## src/rtl/sdcf_pkg.sv

```systemverilog
package sdcf_pkg;
   localparam int CMD_N = 9;
   localparam int S_NOP    = 0;
   localparam int S_ACT    = 1;
   localparam int S_RD     = 2;
   localparam int S_WR     = 3;
   localparam int S_PRE    = 4;
   localparam int S_PREALL = 5;
   localparam int S_REF    = 6;
   localparam int S_MRS    = 7;
   localparam int S_BST    = 8;

   typedef struct packed {
      logic [2:0] burst_len;
      logic       burst_type;
      logic [2:0] cas_lat;
      logic       wr_single;
   } mode_t;
endpackage

```

## src/rtl/sdcf_decode.sv

```systemverilog
module sdcf_decode
   import sdcf_pkg::*;
(
   input  logic             cs_n,
   input  logic             ras_n,
   input  logic             cas_n,
   input  logic             we_n,
   input  logic             cke,
   input  logic             all_sel,
   output logic [CMD_N-1:0] strobe
);
   always_comb begin
      strobe = '0;
      if (!cs_n && cke) begin
         unique case ({ras_n, cas_n, we_n})
            3'b111: strobe[S_NOP] = 1'b1;
            3'b011: strobe[S_ACT] = 1'b1;
            3'b101: strobe[S_RD]  = 1'b1;
            3'b100: strobe[S_WR]  = 1'b1;
            3'b010: begin
               if (all_sel) strobe[S_PREALL] = 1'b1;
               else         strobe[S_PRE]    = 1'b1;
            end
            3'b001: strobe[S_REF] = 1'b1;
            3'b000: strobe[S_MRS] = 1'b1;
            3'b110: strobe[S_BST] = 1'b1;
            default: strobe = '0;
         endcase
      end
   end
endmodule

```

## src/rtl/sdcf_banks.sv

```systemverilog
module sdcf_banks
   import sdcf_pkg::*;
#(
   parameter int NUM_BANKS = 4,
   parameter int BA_W      = 2
)(
   input  logic                 clk,
   input  logic                 rst_n,
   input  logic [CMD_N-1:0]     strobe,
   input  logic [BA_W-1:0]      ba,
   input  logic                 ap,
   output logic [NUM_BANKS-1:0] active
);
   for (genvar b = 0; b < NUM_BANKS; b++) begin : g_bank
      logic hit, set_b, clr_b;
      assign hit   = (ba == BA_W'(b));
      assign set_b = strobe[S_ACT] && hit;
      assign clr_b = strobe[S_PREALL]
                   || (strobe[S_PRE] && hit)
                   || ((strobe[S_RD] || strobe[S_WR]) && ap && hit);
      always_ff @(posedge clk or negedge rst_n) begin
         if (!rst_n)     active[b] <= 1'b0;
         else if (set_b) active[b] <= 1'b1;
         else if (clr_b) active[b] <= 1'b0;
      end
   end
endmodule

```

## src/rtl/sdcf_mode.sv

```systemverilog
module sdcf_mode
   import sdcf_pkg::*;
#(
   parameter int         ADDR_W   = 13,
   parameter logic [2:0] RESET_CL = 3'd3
)(
   input  logic              clk,
   input  logic              rst_n,
   input  logic              load,
   input  logic [ADDR_W-1:0] value,
   output mode_t             mode,
   output logic              err
);
   logic [2:0] cl_in;
   logic       legal;

   if (ADDR_W < 10) begin : g_chk_w
      $error("mode register needs at least ten address bits");
   end
   if (RESET_CL != 3'd2 && RESET_CL != 3'd3) begin : g_chk_cl
      $error("reset CAS latency must be 2 or 3");
   end

   assign cl_in = value[6:4];
   assign legal = ((cl_in == 3'd2) || (cl_in == 3'd3)) && (value[8:7] == 2'b00);

   always_ff @(posedge clk or negedge rst_n) begin
      if (!rst_n) begin
         mode <= '{burst_len: 3'd0, burst_type: 1'b0, cas_lat: RESET_CL, wr_single: 1'b0};
         err  <= 1'b0;
      end else begin
         err <= load && !legal;
         if (load && legal) begin
            mode.burst_len  <= value[2:0];
            mode.burst_type <= value[3];
            mode.cas_lat    <= cl_in;
            mode.wr_single  <= value[9];
         end
      end
   end
endmodule

```

## src/rtl/sdram_cmd_front.sv

```systemverilog
module sdram_cmd_front
   import sdcf_pkg::*;
#(
   parameter int NUM_BANKS = 4,
   parameter int ROW_W     = 13,
   parameter int COL_W     = 9,
   parameter int AP_BIT    = 10,
   localparam int BA_W     = $clog2(NUM_BANKS)
)(
   input  logic                 clk,
   input  logic                 rst_n,
   input  logic                 cs_n,
   input  logic                 ras_n,
   input  logic                 cas_n,
   input  logic                 we_n,
   input  logic                 cke,
   input  logic [BA_W-1:0]      ba,
   input  logic [ROW_W-1:0]     addr,
   output logic [CMD_N-1:0]     cmd_strobe,
   output logic [BA_W-1:0]      cmd_bank,
   output logic [ROW_W-1:0]     cmd_addr,
   output logic                 cmd_autopre,
   output logic [NUM_BANKS-1:0] bank_active,
   output logic [2:0]           mr_burst_len,
   output logic                 mr_burst_type,
   output logic [2:0]           mr_cas_lat,
   output logic                 mr_wr_single,
   output logic                 mode_err,
   output logic                 access_err
);
   if (AP_BIT >= ROW_W || COL_W > AP_BIT) begin : g_chk_geom
      $error("column field must sit below the auto-precharge bit inside the address");
   end
   if (NUM_BANKS < 2 || (1 << BA_W) != NUM_BANKS) begin : g_chk_banks
      $error("bank count must be a power of two");
   end

   logic [CMD_N-1:0] strobe_d;
   logic             ap_in, is_access, err_d;
   logic [ROW_W-1:0] addr_d;
   logic [BA_W-1:0]  bank_d;
   mode_t            mode;

   assign ap_in = addr[AP_BIT];

   sdcf_decode u_dec (
      .cs_n(cs_n), .ras_n(ras_n), .cas_n(cas_n), .we_n(we_n),
      .cke(cke), .all_sel(ap_in), .strobe(strobe_d)
   );

   sdcf_banks #(.NUM_BANKS(NUM_BANKS), .BA_W(BA_W)) u_banks (
      .clk(clk), .rst_n(rst_n), .strobe(strobe_d), .ba(ba),
      .ap(ap_in), .active(bank_active)
   );

   sdcf_mode #(.ADDR_W(ROW_W), .RESET_CL(3'd3)) u_mode (
      .clk(clk), .rst_n(rst_n), .load(strobe_d[S_MRS]), .value(addr),
      .mode(mode), .err(mode_err)
   );

   assign is_access = strobe_d[S_RD] || strobe_d[S_WR];
   assign err_d     = is_access && !bank_active[ba];

   always_comb begin
      addr_d = '0;
      bank_d = '0;
      if (strobe_d[S_ACT]) addr_d = addr;
      else if (is_access)  addr_d = ROW_W'(addr[COL_W-1:0]);
      if (strobe_d[S_ACT] || strobe_d[S_PRE] || is_access) bank_d = ba;
   end

   always_ff @(posedge clk or negedge rst_n) begin
      if (!rst_n) begin
         cmd_strobe  <= '0;
         cmd_bank    <= '0;
         cmd_addr    <= '0;
         cmd_autopre <= 1'b0;
         access_err  <= 1'b0;
      end else begin
         cmd_strobe  <= strobe_d;
         cmd_bank    <= bank_d;
         cmd_addr    <= addr_d;
         cmd_autopre <= is_access && ap_in;
         access_err  <= err_d;
      end
   end

   assign mr_burst_len  = mode.burst_len;
   assign mr_burst_type = mode.burst_type;
   assign mr_cas_lat    = mode.cas_lat;
   assign mr_wr_single  = mode.wr_single;
endmodule

```

## config.mk

```make
export PLATFORM = sky130hd
export DESIGN_NAME = sdram_cmd_front
export DESIGN_NICKNAME = d
export VERILOG_FILES = /design/src/rtl/sdcf_pkg.sv /design/src/rtl/sdcf_decode.sv /design/src/rtl/sdcf_banks.sv /design/src/rtl/sdcf_mode.sv /design/src/rtl/sdram_cmd_front.sv
export SDC_FILE = /design/constraint.sdc
export NUM_CORES = 1
export LEC_CHECK = 0
export BUFFER_PORTS_ARGS = -buffer_cell sky130_fd_sc_hd__buf_2
export CELL_PAD_IN_SITES_DETAIL_PLACEMENT = 1
export CELL_PAD_IN_SITES_GLOBAL_PLACEMENT = 1
export CORE_ASPECT_RATIO = 0.5
export CORE_UTILIZATION = 37
export CTS_CLUSTER_SIZE = 12
export DETAILED_ROUTE_END_ITERATION = 7
export GPL_ROUTABILITY_DRIVEN = 1
export PLACE_DENSITY = 0.86
export SYNTH_ARGS = -nofsm -noshare
export SYNTH_HDL_FRONTEND = slang
export SYNTH_SLANG_ARGS = --single-unit
```

## constraint.sdc

```tcl
create_clock -name clk -period 1.1 [get_ports clk]
set_input_delay 0.22 -clock clk [delete_from_list [all_inputs] [get_ports clk]]
set_output_delay 0.22 -clock clk [all_outputs]
set_load 0.03 [all_outputs]
```

; ---- Word-level counts from Yosys, hierarchy flattened
; Index checks and enable logic that the tools add are counted.
[word_totals]
regBits = 39
in_bits = 22
output_inout_bits = 39
elab_cells = 91
[op_classes]
magnitude_cmp = 1
n_eq_ne = 12
n_mux = 24
reduce_logical = 40
[op_table]
columns = op, count
row1 = logical AND 1 bit, 18
row2 = two-way mux 1 bit, 18
row3 = two-way mux 9 bit, 2
row4 = two-way mux 13 bit, 1
row5 = "== test 3 x 2 -> 1 bit, second input constant", 4
row6 = "== test 3 bit, second input constant", 4
row7 = logical OR 1 bit, 12
row8 = nonzero test 2 bit, 4
row9 = "== test 2 bit, second input constant", 2
row10 = logical NOT 2 bit, 2
row11 = two-way mux 2 bit, 2
row12 = "== test 3 x 1 -> 1 bit, second input constant", 1
row13 = logical NOT 1 bit, 3
row14 = logical NOT 3 bit, 1
row15 = "less-than comparator 2 x 3 -> 1 bit, second input constant", 1
row16 = binary-select mux 1 bit (select 2 bit), 1
row17 = "== test 2 x 1 -> 1 bit, second input constant", 1

; ---- Longest topological paths before layout
[logic_depth]
word_depth = 9
depth_mapped = 4
mapped_depth_nobuf = 3

; ---- Modules after synthesis
; From an unflattened synthesis, not the netlist that was laid out.
[unflattened]
cells_unflattened = 104
hier_area_um2 = 1478.9
[by_module_without_submodules]
columns = module, instances, cells_per_inst, area_each_um2, seq_area_each_um2
row1 = sdram_cmd_front, 1, 47, 805.8, 650.6
row2 = sdcf_mode, 1, 20, 376.6, 227.7
row3 = sdcf_banks, 1, 22, 205.2, 100.1
row4 = sdcf_decode, 1, 15, 91.3, 0.0

; ---- Least setup slack after synthesis
; Ideal clock, no wire load.
[synth_timing]
path_type = in2reg
startpoint = in we_n
endpoint = reg u_banks.active[0]
setup_time_ps = 122
t_arrival_ps = 1049
t_required_ps = 978
path_slack_ps = -71
path_stages = 4
path_cell_list = buf_6 > nor4b_4 > o211ai_1 > a32o_1
[synth_between]
elab_chain_len = 8
elab_cells_between_ends = 18
cone_classes = 4 x eq/ne / 6 x mux / 8 x reduce/logical
[synth_lines]
columns = element, line
row1 = start: declaration, sdram_cmd_front.sv:15  ; input logic we_n,
row2 = == test 3 bit, sdcf_decode.sv:15  ; unique case ({ras_n, cas_n, we_n})
row3 = two-way mux 1 bit, sdcf_decode.sv:15
row4 = two-way mux 9 bit (*), sdcf_decode.sv:14  ; if (!cs_n && cke) begin
row5 = logical OR 1 bit, sdcf_banks.sv:20  ; || ((strobe[S_RD] || strobe[S_WR]) && ap && hit);
row6 = logical AND 1 bit (2 in a row), sdcf_banks.sv:20
row7 = logical OR 1 bit, sdcf_banks.sv:20
row8 = nonzero test 2 bit (no line), n/a
row9 = end signal: indexed assignment, sdcf_banks.sv:22  ; if (!rst_n) active[b] <= 1'b0;
row10 = end signal: indexed assignment, sdcf_banks.sv:23  ; else if (set_b) active[b] <= 1'b1;
row11 = end signal: indexed assignment, sdcf_banks.sv:24  ; else if (clr_b) active[b] <= 1'b0;
row12 = end: declaration, sdcf_banks.sv:12  ; output logic [NUM_BANKS-1:0] active
; Mark *: on every way between the ends. The rest lies on a longest branch, timed or not.
; A chain may end at the register's enable or synchronous reset.

; ---- Worst setup path in the final report
[layout_timing]
startpoint = reg u_mode.mode[1] (netlist name)
endpoint = out mr_cas_lat[0]
[layout_lines]
columns = element, line
row1 = end: declaration, sdram_cmd_front.sv:26  ; output logic [2:0] mr_cas_lat,
; No word-level cell between the ends.

==> results summary <==
The first routing iteration left 34 violations. 0 antenna diodes ended up in the layout. Buffers placed on the I/O ports in this run total 60.

The clock network power share is 0.327. For the pin with the worst max-slew slack, the measured transition is 386 ps. Averaged over all synthesized cells, the footprint is 14.3 µm². The placement-stage worst setup slack came out at -287 ps. Among all cell types in the netlist, the one instantiated most often is sky130_fd_sc_hd__dfrtp_1.

Among all flip-flop cells after synthesis, the most frequent one is sky130_fd_sc_hd__dfrtp_1. The average via count per standard cell is 4.68. The critical path required time came out at 880 ps. The signal on the critical path passes through buf_6.

The flow ran to the end, but the final reports show violations. The clock edge transition at the registers on the reported setup and hold paths is 80 ps. The count of pins over their slew limit came out at 0. In this run the number of cells on the critical path is 1. The total of fill cells in the finished design is 445. The floorplan row count came out at 16.

The maximum buffer depth of the clock tree is 2. The worst voltage drop across the vdd grid came out at 0.659 mV. The via count is 1,115. The floorplan die area is 4400 µm². The number of synthesis warnings came out at 0.

At the later pin of the worst-skew pair, clock insertion delay measures 280 ps. The share of synthesized flip-flops with an asynchronous set or reset is 1.00. In the synthesized netlist, the cells that appear most often are sky130_fd_sc_hd__dfrtp_1 (37), sky130_fd_sc_hd__and2_1 (17), sky130_fd_sc_hd__mux2_2 (6). The worst path arrival time is 940 ps. The class of the tightest hold or removal check is in2reg. The synthesized design contains 39 register bits.

On the critical path the largest part of the delay comes from flip-flops. The level count of the clock H-tree is 2. The highest-delay cell along the critical path is sky130_fd_sc_hd__dfstp_2.

The initial core utilization came out at 0.389. The post-detailed-routing wire length is 3780 µm. The number of antenna violations at the first check in global routing is 0.

The largest single stage delay on the critical path is 540 ps. The routed wire length per instance came out at 15.9 µm. The slack of the worst reg-to-reg path came out at 30 ps. Setup repair after global routing could not meet its margin everywhere.

The net switching power of the design is 788 µW. The highest-utilization routing layer at the global route stage is met2. Headroom to the max-slew limit came out at 0.741.

In the global route stage, met2 resource usage came out at 0.328. The overflow left after global routing came out at 0. The global routing usage on met1 came out at 0.201. The proportion of power drawn by combinational gates is 0.162.

In the global route stage, overall resource usage came out at 0.178. The power density of the placed cells came out at 1410 nW/µm². The area share of the largest cell type after synthesis came out at 0.607. In this run, CTS created clock tree buffers numbering 5.

The global-route track usage on met3 came out at 0.0534. Of the total power, the share spent switching nets is 0.262. The part of the total power dissipated in sequential elements came out at 0.511. The number of global-route vias before repair came out at 1,156.

The maximum number of pins on one net before global-route repair is 29. By area the synthesized netlist is led by sky130_fd_sc_hd__dfrtp_1 (61%), sky130_fd_sc_hd__and2_1 (7.0%), sky130_fd_sc_hd__mux2_2 (4.4%), sky130_fd_sc_hd__dfstp_2 (3.4%), sky130_fd_sc_hd__a32o_1 (2.6%). The post-DP HPWL came out at 2580 µm. The final net count came out at 205. The floorplan step defined a core boundary enclosing 3920 µm². The final period utilization came out at 1.06. The gate count of the mapped netlist came out at 107.

The design internal power came out at 2210 µW. The power after layout is 3000 µW. The total setup violations reported at the end of the flow is 2. The final antenna-violating net count came out at 0. Counting distinct cell types in the post-synthesis netlist gives 28. The synthesized design spends more area on one cell type than any other, namely sky130_fd_sc_hd__dfrtp_1. Hold timing on the final database bottoms out at a slack of 150 ps. The synthesized net count is 129.

The achievable clock frequency is 861 MHz. The first TritonRoute pass finished after 4 iterations. The leakage power figure came out at 0.00118 µW. Of the cells placed in the final design, the portion with a size suffix greater than 1 is 0.516. The global placement routability congestion came out at 0.786. The hold-critical path depth came out at 2. The smallest clock period supported by the final layout is computed as 1160 ps. The critical path is of the reg2out type. The clock arrives with 1.66 ps of skew. The cell depth of the worst flop-to-flop path came out at 2.

Summing every instance area after synthesis gives 1530 µm². The die is 92.8 µm wide. The number of flops mapped to enable cells by yosys came out at 0.

The root buffer cell chosen for the clock tree is sky130_fd_sc_hd__clkbuf_8. TritonCTS built the clock tree. Across the run, the number of max-cap violations was 0.

The sequential cell area fraction in the yosys report is 0.642. The count of endpoints failing hold in the final timing report came out at 0. The buffering stage count on the worst path with inverters included came out at 1.

The signed area change from the synthesized netlist to the final layout came out at 39.5%. The worst setup path is captured at an output pin. STA classifies the critical path startpoint as a register. The first global-routing pass estimated 5630 µm of wire. The CTS sink count came out at 39. The final reports fail on setup timing. The top fanout value on the critical path came out at 2. The height of the die is 47.4 µm.

The I/O pin total came out at 61. Once routing completed, OpenROAD measured the worst setup slack at -61.9 ps. The remaining design rule violation count came out at 0.
[metal layers]
metal | share of wire | routed length [µm]
met5 | 0 | 0
met4 | 0.012 | 44
met3 | 0.040 | 151
met2 | 0.53 | 2000
met1 | 0.42 | 1590
[placed cells by master (no fill, tap or decap), drive strengths merged, types with 2 or more instances in the layout]
cell / instances
and3: 4
dfrtp: 37
nand2b: 2
and2b: 3
nor3b: 3
a32o: 4
mux2: 6
dfstp: 2
o211ai: 4
nor2b: 4
clkbuf: 7
and3b: 3
nor4b: 2
and2: 17
nor2: 4
buf: 71
nand3: 2
[kinds of logic (layout without fill, tap and decap cells)]
family                 after synthesis  count (layout)  synth area share
AND/OR/NAND/NOR                     47              47             0.228
multiplexers                         7               7            0.0591
buffers and inverters                4              81            0.0172
flip-flops                          39              39             0.642
AO/OA/AOI/OAI                       10              10            0.0541
[flip-flops by register name, summed over array words and instances (netlist names)]
name and cells:
access_err 1, cmd_addr 13, cmd_autopre 1, cmd_bank 2, cmd_strobe 9, u_banks.active 4
u_mode.err 1, u_mode.mode 8
[area by class of cell]
cell class,instances,area (µm²),area share
Clock buffer,7,86.3,0.0406
Inverter,1,3.75,0.00176
Tap cell,54,67.6,0.0317
Clock inverter,1,5.00,0.00235
Multi-Input combinational cell,64,536,0.252
Sequential cell,39,981,0.461
Timing Repair Buffer,72,449,0.211
[per-stage QoR]
step                area, µm²  cells  utilization  TNS (ps)
finish                   2130    238        0.542      -124
global route             2130    238        0.542      -228
CTS                      2080    235        0.530      -143
detailed placement       1950    225        0.496     -5780
global placement         1950    225        0.496     -4720
floorplan                1540    107            -     -20.7
[final timing paths]
kind	startpoint	to
setup / recovery	u_mode.mode[1]	mr_cas_lat[0]
hold / removal	addr[11]	cmd_addr[11]
setup reg to reg	u_banks.active[3]	access_err
hold reg to reg	u_mode.mode[3]	u_mode.mode[3]
max in group asynchronous	rst_n	u_banks.active[2]
min in group asynchronous	rst_n	u_mode.mode[6]
[power by group through the flow]
stage / Combinational (µW) / Sequential (µW) / Clock, µW
final: 485 / 1540 / 983
after global routing: 519 / 1540 / 1060
after CTS: 457 / 1530 / 1000
after detailed placement: 425 / 1550 / 0
after global placement: 412 / 1560 / 0
after floorplan: 115 / 1670 / 0
[timing repair]
action | 4_1_cts | 5_1_grt
hold buffers | 1 | 0
setup endpoints to repair | 5 | 15
pin swaps | 0 | 3
buffers inserted | 1 | 3
endpoints found under the hold margin | 9 | 0
resized for setup | 8 | 10
Power figures use the tool's default switching activity.
